<file path="src/rtl/drc_pkg.sv">
`timescale 1ns/1ps
package drc_pkg;

  typedef enum logic [2:0] {
    ST_PAUSE = 3'd0,
    ST_IDLE  = 3'd1,
    ST_REQ   = 3'd2,
    ST_CBR   = 3'd3,
    ST_SRE   = 3'd4,
    ST_SR    = 3'd5,
    ST_SRX   = 3'd6
  } ctl_state_t;

  typedef enum logic [1:0] {
    PH_IDLE  = 2'd0,
    PH_SETUP = 2'd1,
    PH_ACT   = 2'd2,
    PH_PRE   = 2'd3
  } cbr_phase_t;

  function automatic int max2(input int a, input int b);
    return (a > b) ? a : b;
  endfunction

endpackage

</file>
<file path="src/rtl/drc_refi_timer.sv">
`timescale 1ns/1ps
module drc_refi_timer #(
  parameter int T_REFI = 1950
) (
  input  logic clk_i,
  input  logic rst_ni,
  input  logic en_i,
  output logic tick_o
);

  localparam int TW = $clog2(T_REFI + 1);

  logic [TW-1:0] cnt_q, cnt_d;

  assign tick_o = en_i && (cnt_q == TW'(T_REFI - 1));

  always_comb begin
    if (!en_i || tick_o) cnt_d = '0;
    else                 cnt_d = cnt_q + TW'(1);
  end

  always_ff @(posedge clk_i or negedge rst_ni) begin
    if (!rst_ni) cnt_q <= '0;
    else         cnt_q <= cnt_d;
  end

endmodule

</file>
<file path="src/rtl/drc_cbr_seq.sv">
`timescale 1ns/1ps
module drc_cbr_seq import drc_pkg::*; #(
  parameter int T_CSR = 1,
  parameter int T_RAS = 8,
  parameter int T_RP  = 6
) (
  input  logic clk_i,
  input  logic rst_ni,
  input  logic start_i,
  output logic ras_n_o,
  output logic cas_n_o,
  output logic done_o
);

  localparam int CMAX = max2(max2(T_CSR, T_RAS), T_RP);
  localparam int CW   = $clog2(CMAX + 1);
  localparam int LW   = $clog2(T_RAS + 2);

  cbr_phase_t    phase_q, phase_d;
  logic [CW-1:0] cnt_q, cnt_d;
  logic          cnt_en;

  always_comb begin
    phase_d = phase_q;
    cnt_d   = cnt_q;
    done_o  = 1'b0;
    case (phase_q)
      PH_IDLE: begin
        if (start_i) begin
          phase_d = PH_SETUP;
          cnt_d   = CW'(T_CSR - 1);
        end
      end
      PH_SETUP: begin
        if (cnt_q == '0) begin
          phase_d = PH_ACT;
          cnt_d   = CW'(T_RAS - 1);
        end else begin
          cnt_d = cnt_q - CW'(1);
        end
      end
      PH_ACT: begin
        if (cnt_q == '0) begin
          phase_d = PH_PRE;
          cnt_d   = CW'(T_RP - 1);
        end else begin
          cnt_d = cnt_q - CW'(1);
        end
      end
      default: begin
        if (cnt_q == '0) begin
          done_o  = 1'b1;
          phase_d = PH_IDLE;
        end else begin
          cnt_d = cnt_q - CW'(1);
        end
      end
    endcase
  end

  assign cnt_en = (phase_q != PH_IDLE) || start_i;

  always_ff @(posedge clk_i or negedge rst_ni) begin
    if (!rst_ni) begin
      phase_q <= PH_IDLE;
      cnt_q   <= '0;
    end else begin
      phase_q <= phase_d;
      if (cnt_en) cnt_q <= cnt_d;
    end
  end

  assign ras_n_o = (phase_q != PH_ACT);
  assign cas_n_o = !((phase_q == PH_SETUP) || (phase_q == PH_ACT));

  // checker: width of the row strobe low pulse
  logic [LW-1:0] lo_cnt;
  always_ff @(posedge clk_i or negedge rst_ni) begin
    if (!rst_ni)                   lo_cnt <= '0;
    else if (ras_n_o)              lo_cnt <= '0;
    else if (lo_cnt != LW'(T_RAS + 1)) lo_cnt <= lo_cnt + LW'(1);
  end

  AST_CAS_LEADS_RAS: assert property (@(posedge clk_i) disable iff (!rst_ni)
    $fell(ras_n_o) |-> $past(!cas_n_o));

  AST_RAS_WIDTH: assert property (@(posedge clk_i) disable iff (!rst_ni)
    $rose(ras_n_o) |-> (lo_cnt == LW'(T_RAS)));

  AST_START_WHEN_IDLE: assert property (@(posedge clk_i) disable iff (!rst_ni)
    start_i |-> (phase_q == PH_IDLE));

endmodule

</file>
<file path="src/rtl/drc_owe_ledger.sv">
`timescale 1ns/1ps
module drc_owe_ledger #(
  parameter int OW          = 12,
  parameter int BACKLOG_MAX = 8
) (
  input  logic          clk_i,
  input  logic          rst_ni,
  input  logic          tick_i,
  input  logic          done_i,
  input  logic          load_i,
  input  logic [OW-1:0] load_val_i,
  input  logic          chk_i,
  output logic [OW-1:0] owed_o,
  output logic          err_o
);

  logic [OW-1:0] owed_q, owed_d;
  logic          err_q, err_d;

  always_comb begin
    owed_d = owed_q;
    if (load_i) begin
      owed_d = load_val_i;
    end else if (tick_i && !done_i) begin
      if (owed_q != {OW{1'b1}}) owed_d = owed_q + OW'(1);
    end else if (done_i && !tick_i) begin
      if (owed_q != '0) owed_d = owed_q - OW'(1);
    end
    err_d = err_q || (chk_i && (owed_q > OW'(BACKLOG_MAX)));
  end

  always_ff @(posedge clk_i or negedge rst_ni) begin
    if (!rst_ni) begin
      owed_q <= '0;
      err_q  <= 1'b0;
    end else begin
      owed_q <= owed_d;
      err_q  <= err_d;
    end
  end

  assign owed_o = owed_q;
  assign err_o  = err_q;

  AST_DONE_WAS_OWED: assert property (@(posedge clk_i) disable iff (!rst_ni)
    done_i |-> (owed_q != '0));

  AST_ERR_STICKY: assert property (@(posedge clk_i) disable iff (!rst_ni)
    err_q |=> err_q);

endmodule

</file>
<file path="src/rtl/dram_refresh_ctrl.sv">
`timescale 1ns/1ps
module dram_refresh_ctrl import drc_pkg::*; #(
  parameter int NUM_BANKS   = 2,
  parameter int T_PWRUP     = 25000,
  parameter int T_REFI      = 1950,
  parameter int INIT_CYC    = 8,
  parameter int BURST_CYC   = 2048,
  parameter int T_CSR       = 1,
  parameter int T_RAS       = 8,
  parameter int T_RP        = 6,
  parameter int T_SRAS      = 12500,
  parameter int T_RPS       = 14,
  parameter int BACKLOG_MAX = 8
) (
  input  logic                 clk_i,
  input  logic                 rst_ni,
  input  logic                 grant_i,
  input  logic                 sr_req_i,
  output logic                 req_o,
  output logic                 ready_o,
  output logic [NUM_BANKS-1:0] ras_n_o,
  output logic [NUM_BANKS-1:0] cas_n_o,
  output logic                 we_n_o,
  output logic                 backlog_err_o
);

  localparam int OWE_MAX = max2(max2(BURST_CYC, INIT_CYC), BACKLOG_MAX + 1);
  localparam int OW      = $clog2(OWE_MAX + 1);
  localparam int TMAX    = max2(max2(T_PWRUP, T_SRAS), max2(T_RPS, T_CSR));
  localparam int TW      = $clog2(TMAX + 1);
  localparam int HW      = $clog2(T_RP + 1);

  ctl_state_t    state_q, state_d;
  logic [TW-1:0] tmr_q, tmr_d;
  logic          init_q, init_d;
  logic          burst_q, burst_d;

  logic          start, load, tick, seq_done, seq_ras_n, seq_cas_n;
  logic [OW-1:0] load_val, owed;
  logic          in_sr, ras_n_int, cas_n_int;

  assign in_sr   = (state_q == ST_SRE) || (state_q == ST_SR) || (state_q == ST_SRX);
  assign ready_o = !init_q && !burst_q && !in_sr;
  assign req_o   = (state_q != ST_PAUSE) && (state_q != ST_IDLE);
  assign we_n_o  = 1'b1;

  drc_refi_timer #(.T_REFI(T_REFI)) i_timer (
    .clk_i  (clk_i),
    .rst_ni (rst_ni),
    .en_i   (ready_o),
    .tick_o (tick)
  );

  drc_cbr_seq #(.T_CSR(T_CSR), .T_RAS(T_RAS), .T_RP(T_RP)) i_seq (
    .clk_i   (clk_i),
    .rst_ni  (rst_ni),
    .start_i (start),
    .ras_n_o (seq_ras_n),
    .cas_n_o (seq_cas_n),
    .done_o  (seq_done)
  );

  drc_owe_ledger #(.OW(OW), .BACKLOG_MAX(BACKLOG_MAX)) i_ledger (
    .clk_i      (clk_i),
    .rst_ni     (rst_ni),
    .tick_i     (tick),
    .done_i     (seq_done),
    .load_i     (load),
    .load_val_i (load_val),
    .chk_i      (!init_q && !burst_q),
    .owed_o     (owed),
    .err_o      (backlog_err_o)
  );

  // next-state logic
  always_comb begin
    state_d  = state_q;
    tmr_d    = tmr_q;
    init_d   = init_q;
    burst_d  = burst_q;
    start    = 1'b0;
    load     = 1'b0;
    load_val = OW'(INIT_CYC);
    case (state_q)
      ST_PAUSE: begin
        if (tmr_q == '0) begin
          state_d = ST_REQ;
          load    = 1'b1;
        end else begin
          tmr_d = tmr_q - TW'(1);
        end
      end
      ST_IDLE: begin
        if ((owed != '0) || sr_req_i) state_d = ST_REQ;
      end
      ST_REQ: begin
        if (owed == '0) begin
          init_d  = 1'b0;
          burst_d = 1'b0;
        end
        if (grant_i) begin
          if (owed != '0) begin
            start   = 1'b1;
            state_d = ST_CBR;
          end else if (sr_req_i) begin
            state_d = ST_SRE;
            tmr_d   = TW'(T_CSR - 1);
          end else begin
            state_d = ST_IDLE;
          end
        end
      end
      ST_CBR: begin
        if (seq_done) state_d = ST_REQ;
      end
      ST_SRE: begin
        if (tmr_q == '0) begin
          state_d = ST_SR;
          tmr_d   = TW'(T_SRAS - 1);
        end else begin
          tmr_d = tmr_q - TW'(1);
        end
      end
      ST_SR: begin
        if (tmr_q != '0) begin
          tmr_d = tmr_q - TW'(1);
        end else if (!sr_req_i) begin
          state_d = ST_SRX;
          tmr_d   = TW'(T_RPS - 1);
        end
      end
      ST_SRX: begin
        if (tmr_q == '0) begin
          state_d  = ST_REQ;
          load     = 1'b1;
          load_val = OW'(BURST_CYC);
          burst_d  = 1'b1;
        end else begin
          tmr_d = tmr_q - TW'(1);
        end
      end
      default: state_d = ST_PAUSE;
    endcase
  end

  // state registers
  always_ff @(posedge clk_i or negedge rst_ni) begin
    if (!rst_ni) begin
      state_q <= ST_PAUSE;
      tmr_q   <= TW'(T_PWRUP - 1);
      init_q  <= 1'b1;
      burst_q <= 1'b0;
    end else begin
      state_q <= state_d;
      tmr_q   <= tmr_d;
      init_q  <= init_d;
      burst_q <= burst_d;
    end
  end

  // strobe selection
  always_comb begin
    case (state_q)
      ST_CBR: begin
        ras_n_int = seq_ras_n;
        cas_n_int = seq_cas_n;
      end
      ST_SRE: begin
        ras_n_int = 1'b1;
        cas_n_int = 1'b0;
      end
      ST_SR: begin
        ras_n_int = 1'b0;
        cas_n_int = 1'b0;
      end
      default: begin
        ras_n_int = 1'b1;
        cas_n_int = 1'b1;
      end
    endcase
  end

  for (genvar b = 0; b < NUM_BANKS; b++) begin : g_bank
    assign ras_n_o[b] = ras_n_int;
    assign cas_n_o[b] = cas_n_int;
  end

  // checker: row strobe high time before each fall
  logic [HW-1:0] hi_cnt;
  always_ff @(posedge clk_i or negedge rst_ni) begin
    if (!rst_ni)                  hi_cnt <= '0;
    else if (!ras_n_int)          hi_cnt <= '0;
    else if (hi_cnt != HW'(T_RP)) hi_cnt <= hi_cnt + HW'(1);
  end

  AST_PRECHARGE_MIN: assert property (@(posedge clk_i) disable iff (!rst_ni)
    $fell(ras_n_int) |-> (hi_cnt == HW'(T_RP)));

  AST_REQ_HOLD: assert property (@(posedge clk_i) disable iff (!rst_ni)
    (req_o && !grant_i) |=> req_o);

  AST_BUS_GRANTED: assert property (@(posedge clk_i) disable iff (!rst_ni)
    (!ras_n_int || !cas_n_int) |-> grant_i);

  AST_SR_HOLD: assert property (@(posedge clk_i) disable iff (!rst_ni)
    ((state_q == ST_SR) && sr_req_i) |=> !ras_n_int);

endmodule

</file>
<file path="config.mk">
export PLATFORM = sky130hd
export DESIGN_NAME = dram_refresh_ctrl
export DESIGN_NICKNAME = d
export VERILOG_FILES = /design/src/rtl/drc_pkg.sv /design/src/rtl/drc_refi_timer.sv /design/src/rtl/drc_cbr_seq.sv /design/src/rtl/drc_owe_ledger.sv /design/src/rtl/dram_refresh_ctrl.sv
export SDC_FILE = /design/constraint.sdc
export NUM_CORES = 1
export LEC_CHECK = 0
export BUFFER_PORTS_ARGS = -buffer_cell sky130_fd_sc_hd__clkbuf_2
export CAP_MARGIN = 20
export CORE_AREA = 2 2 83 85
export CTS_CLUSTER_SIZE = 25
export DETAILED_ROUTE_END_ITERATION = 10
export DIE_AREA = 0 0 85 87
export PLACE_DENSITY = 0.68
export SYNTH_ARGS = -nofsm -noshare
export SYNTH_HDL_FRONTEND = slang
export SYNTH_SLANG_ARGS = --single-unit
</file>
<file path="constraint.sdc">
create_clock -name clk_i -period 4.7 [get_ports clk_i]
set_input_delay 0.235 -clock clk_i [delete_from_list [all_inputs] [get_ports clk_i]]
set_output_delay 0.235 -clock clk_i [all_outputs]
set_load 0.005 [all_outputs]
</file>
Word level (Yosys, flattened, before mapping) --
Index checks and enable logic that the tools add are counted.
Cells by class: magnitude comparators 1, add/sub/neg operators 5, bitwise logic cells 0, shifts and indexed selects 0, reduce and logical (&&, ||, !) cells 45, equal/unequal tests 30, divide/modulo/power cells 0, multipliers 0, multiplexer cells 48
Operators by type and width (count):
- 15-bit two-way mux | 7
- 12-bit two-way mux | 7
- 15-bit case mux with 4 select lines | 1
- 3-bit two-way mux | 9
- 2-bit != test (second input constant) | 9
- 3-bit case mux with 6 select lines | 1
- 4-bit two-way mux | 4
- 15-bit logical NOT | 1
- 15-bit nonzero test | 1
- 15-bit by 1-bit subtractor with 15-bit output (second input constant) | 1
- 2-bit by 1-bit != test with 1-bit output (second input constant) | 7
- 12-bit by 1-bit adder with 12-bit output (second input constant) | 1
- 12-bit by 4-bit greater-than comparator with 1-bit output (second input constant) | 1
- 12-bit logical NOT | 1
- 12-bit != test (second input constant) | 1
- 4-bit case mux with 3 select lines | 1
- 12-bit nonzero test | 1
- 12-bit by 1-bit subtractor with 12-bit output (second input constant) | 1
- 11-bit by 1-bit adder with 11-bit output (second input constant) | 1
- 11-bit == test (second input constant) | 1
- 11-bit two-way mux | 1
- 3-bit == test (second input constant) | 3
- 1-bit two-way mux | 9
- 3-bit AND reduction | 3
- 26 further kinds | 56
Word-level totals: flip-flop bits (word level) 50, memories kept 0, ROM bits 0, bits in latches 0, output and inout bits 8, memory bits (writable) 0, logic and storage cells 138

Longest topological paths before layout --
depth after elaboration 11, depth in mapped cells 15, mapped depth without buffers 15

Cells and area by module --
Synthesis repeated with hierarchy kept, for this count alone.
Second synthesis, totals: cells, all modules 438, area total of the unflattened synthesis 3794.9 sq um
Modules (own cells, without submodules):
- dram_refresh_ctrl | cells an instance 187, instances 1, sequential area each 511.7 sq um, area an instance 1511.4 sq um
- drc_owe_ledger | cells an instance 139, instances 1, sequential area each 325.3 sq um, area an instance 1191.1 sq um
- drc_refi_timer | cells an instance 55, instances 1, sequential area each 275.3 sq um, area an instance 561.8 sq um
- drc_cbr_seq | cells an instance 57, instances 1, sequential area each 150.1 sq um, area an instance 530.5 sq um

Least setup slack after synthesis --
OpenSTA, ideal clock, no wires.
kind register -> register, start point register state_q[0], end point register i_ledger.owed_q[11], in the netlist i_ledger.owed_o[11], data required time 4569 ps, path slack 1263 ps, cell stages (with the launch flop) 15, period minus slack after synthesis 3437 ps, arrival time 3306 ps, setup time 131 ps, path through dfrtp_1 clkbuf_1 nand2_1 a211oi_1 and4_1 ha_1 inv_1 ha_1 o211ai_1 o21bai_1 o2111ai_1 a311oi_1 o21bai_1 nand2_1 or3_1
On the way: cells in the longest elaborated chain, start to end 10, elaborated cells on any way between the ends 21, classes of those cells 4 x eq/ne; 4 x mux; 13 x reduce/logical
RTL lines:
- from (decl) | RTL line dram_refresh_ctrl.sv:33 | ctl_state_t state_q, state_d;
- from (signal assigned) | RTL line dram_refresh_ctrl.sv:154 | state_q <= state_d;
- 3-bit == test | RTL line dram_refresh_ctrl.sv:42 | assign in_sr = (state_q == ST_SRE) || (state_q == ST_SR) || (state_q == ST_SRX);
- 1-bit logical OR | RTL line dram_refresh_ctrl.sv:42
- 1-bit logical OR * | RTL line dram_refresh_ctrl.sv:42
- 1-bit logical NOT * | RTL line dram_refresh_ctrl.sv:43 | assign ready_o = !init_q && !burst_q && !in_sr;
- 1-bit logical AND * | RTL line dram_refresh_ctrl.sv:43
- via ready_o | RTL line dram_refresh_ctrl.sv:20 | output logic ready_o,
- 1-bit logical AND * | RTL line drc_refi_timer.sv:15 | assign tick_o = en_i && (cnt_q == TW'(T_REFI - 1));
- 1-bit logical NOT | RTL line drc_owe_ledger.sv:26 | end else if (done_i && !tick_i) begin
- 1-bit logical AND | RTL line drc_owe_ledger.sv:26
- 3-bit nonzero test (no line)
- 3-bit AND reduction (no line)
- to (signal assigned) | RTL line drc_owe_ledger.sv:37 | owed_q <= owed_d;
- to (decl) | RTL line drc_owe_ledger.sv:17 | logic [OW-1:0] owed_q, owed_d;
Mark *: on every way through the listed nets, which the timed path passes. The rest lies on a longest branch. A chain may end at the register's enable or synchronous reset.

Final worst setup path --
start point register state_q[0], end point register i_ledger.owed_q[11], in the netlist i_ledger.owed_o[11]
On the way: cells in the longest elaborated chain, start to end 10, elaborated cells on any way between the ends 21, classes of those cells 4 x eq/ne; 4 x mux; 13 x reduce/logical
RTL lines (RTL line):
- 3-bit == test | dram_refresh_ctrl.sv:42
- 1-bit logical OR (2 in series) | dram_refresh_ctrl.sv:42
- 1-bit logical NOT | dram_refresh_ctrl.sv:43
- 1-bit logical AND | dram_refresh_ctrl.sv:43
- 1-bit logical AND | drc_refi_timer.sv:15
- 1-bit logical NOT | drc_owe_ledger.sv:26
- 1-bit logical AND | drc_owe_ledger.sv:26
- 3-bit nonzero test (no line)
- 3-bit AND reduction (no line)
Several ways; a longest one is shown, not always the timed one.

==> results by group <==
Cells and area
  – Layout filler cell count: 609
  – Commonest non-fill, non-tap cell in the layout: nor2_1
  – Non-Filler Instances: 472
  – Final nets: 416
  – Most frequent cells in the layout: nor2_1, dfrtp_1, nand2_1, a21oi_1, ha_1
  – Diodes inserted: 0
  – Area growth syn-to-layout: 5.58%
  – Final Instance Area: 3650 um2
  – Share of cells above drive strength 1: 13.5%

Route
  – ANT nets after route: 0
  – TritonRoute pass-1 iters: 4
  – Total number of vias: 2766
  – Drt total wl: 6920 um
  – Wire per inst: 14.7 um
  – DRC: 0
  – Vias/cell: 5.86
  – 1st-iter DRT viols: 215

Worst setup path
  – R2R cell count: 13
  – Setup CP Type: flip-flop to flip-flop
  – Critical path endpoint category: flip-flop
  – Worst path slowest cell: dfrtp_1
  – Worst EP required: 4.89 ns
  – Critical path peak fanout: 21
  – Critical path, cell by cell: nand2_1 > a211oi_1 > and4_1 > ha_1 > inv_1 > ha_1 > o211ai_1 > o21bai_1 > o2111ai_1 > a311oi_1 > o21bai_1 > nand2_1 > or3_1
  – Arrival time worst endpoint: 4.21 ns
  – Slowest cell delay on critical path: 0.72 ns
  – Startpoint Class: flip-flop

Logic synthesis
  – Largest family of logic cells by synthesized area: simple AND/OR/NAND/NOR gates
  – XOR/XNOR Fraction of Synth Area: 6.34%
  – Mapped Nets: 411
  – Post-Syn Area per Cell: 8.95 um2
  – Mux cell area share after synthesis: 3.59%
  – Sequential fraction of the synthesis area: 36.5%
  – Synth Area in Compound Gates: 15.1%
  – Mapped Cells: 386
  – Top_reg_cell synth: dfrtp_1
  – Synth Register Bits: 50
  – Yosys cell types: 60
  – Async S/R FF share, synth: 100%
  – Post-Synth Simple-Gate Area: 25.9%
  – Number of enable flip-flop cells after synthesis: 0
  – Syn. warnings: 0
  – Post-Syn Area: 3450 um2
  – Post-synthesis adder-cell area fraction: 7.82%

Floorplan
  – Initial Util: 52.6%
  – I/O pins: 12
  – Die width: 85 um
  – Row count: 30
  – Die area: 7400 um2
  – Die Y: 87 um
  – CORE AREA: 6570 um2

Run
  – Max cap viols: 0

Timing
  – Final Skew: 0.00891 ns
  – Slew headroom: 47.0%
  – Fin crit share: 85.7%
  – Final hold vios: 0
  – Peak Freq: 0.248 GHz
  – Final setup vio count: 0
  – Unrepaired setup endpoints after global routing: no
  – Minimum clock period: 4.03 ns
  – Slew Limit Fails: 0
  – Hold slack: 0.00271 ns
  – Setup TNS: 0 ns
  – Measured slew at the worst slew-check pin: 0.793 ns

GRT
  – First-pass GRT wire length: 12300 um
  – All-layer global routing usage: 20.3%
  – Largest net degree at the start of global routing: 51
  – GRT overflow: 0
  – Vias in the first global route: 2673
  – Initial antenna violation count: 0

Placement
  – Post-DP Area: 3540 um2
  – Cells after DPL: 464
  – RePlAce Congestion: 0.880
  – HPWL Detailed: 5030 um
  – PortBufs: 10

Clock tree
  – Clk root buf: clkbuf_8
  – Total CTS buffers: 5
  – TritonCTS clock tree: done
  – Hold Buf Count CTS: 0
  – CTS max path bufs: 2
  – # H-tree levels: 2
  – CTS Sinks: 50
  – Clock slew at reported path FFs: 0.09 ns
  – Post_cts resized: 0
  – Worst-Skew Late Latency: 0.31 ns
  – Post-CTS setup buffers: 0

Power and ir drop
  – Pwr Density: 536 nW/um2
  – Leak: 0.00156 uW
  – Peak VDD IR: 0.305 mV

Min path
  – Hold crit path type: input port to async pin

Status
  – Status: completed
==> path summary, 6_finish.rpt <==
kind                                startpoint                  end  slack, ns
worst max-delay path                state_q[0]  i_ledger.owed_o[11]       0.67
worst min-delay path                    rst_ni       i_seq.cnt_q[1]      0.003
worst max register to register      state_q[0]  i_ledger.owed_o[11]       0.67
worst min register to register  i_ledger.err_o       i_ledger.err_o       0.50
max in group asynchronous               rst_ni   i_ledger.owed_o[7]       4.23
min in group clk_i                    sr_req_i           state_q[2]       0.29
==> registers in the layout (all words and copies together), names as in the netlist <==
register	count
i_ledger.owed_o	12
init_q	1
i_seq.phase_q	2
tmr_q	15
state_q	3
burst_q	1
i_timer.cnt_q	11
i_ledger.err_o	1
i_seq.cnt_q	4
==> report_power, final <==
group / switching (uW) / total (uW) / internal, uW
logic: 525 / 974 / 449
clock network: 147 / 282 / 135
registers: 156 / 699 / 543
total: 827 / 1950 / 1130
==> synthesized netlist by cell type, types with 4 or more instances <==
master / number / area (um2)
a31oi_1: 6 / 37.5
o31ai_1: 6 / 45.0
or2_2: 6 / 37.5
nand3_1: 13 / 65.1
xor2_1: 12 / 105
ha_1: 20 / 250
nand2b_1: 6 / 37.5
nor2_1: 51 / 191
dfstp_2: 9 / 236
inv_1: 16 / 60.1
o21ai_0: 14 / 70.1
or3_1: 5 / 31.3
a21oi_1: 24 / 120
nor4_1: 4 / 25.0
mux2i_1: 9 / 90.1
nand4_1: 6 / 37.5
dfrtp_1: 41 / 1030
nor3_1: 13 / 65.1
clkbuf_1: 5 / 18.8
xnor2_1: 13 / 114
a21o_1: 6 / 45.0
nor2b_1: 4 / 25.0
buf_4: 5 / 37.5
and3_1: 7 / 43.8
a211oi_1: 6 / 45.0
nand2_1: 29 / 109
==> layout make-up <==
type / count / area (um2) / area share [%]
multi-input cells: 304 / 2040 / 55.9
inverters: 16 / 60.1 / 1.65
clock inverters: 1 / 8.76 / 0.240
clock buffers: 7 / 96.3 / 2.64
repair buffers: 14 / 80.1 / 2.20
well taps: 80 / 100 / 2.74
flip-flops and latches: 50 / 1260 / 34.6
==> worst max-delay path, delay by kind of cell, from the launching register on <==
family,cells,cell delay (ns)
adder cells (fa/ha/maj),2,0.70
flip-flops,1,0.72
AO/OA/AOI/OAI,6,1.46
buffers and inverters,1,0.25
AND/OR/NAND/NOR,4,0.75
==> metrics by stage <==
step	util, %	setup slack, ns	power [uW]
5_1_grt	55.5	0.304	2130
3_5_place_dp	53.9	0.741	1670
4_1_cts	55.5	0.724	1960
2_1_floorplan	-	1.26	1510
3_3_place_gp	53.9	0.928	1650
6_report	55.5	0.674	1950
==> cell families after synthesis <==
kind of cell	count (synthesis)
AND/OR/NAND/NOR	165
buffers and inverters	32
adder cells (fa/ha/maj)	21
other	1
XOR/XNOR	25
multiplexers	12
AO/OA/AOI/OAI	80
flip-flops	50
==> per-layer routing <==
layer,up-vias,global-route usage [%],routed length (um)
li1,1388,-,-
met1,1317,27.5,3280
met3,11,3.51,236
met2,50,33.4,3290
met5,-,0,0
met4,0,5.92,108
Power figures use the tool's default switching activity.
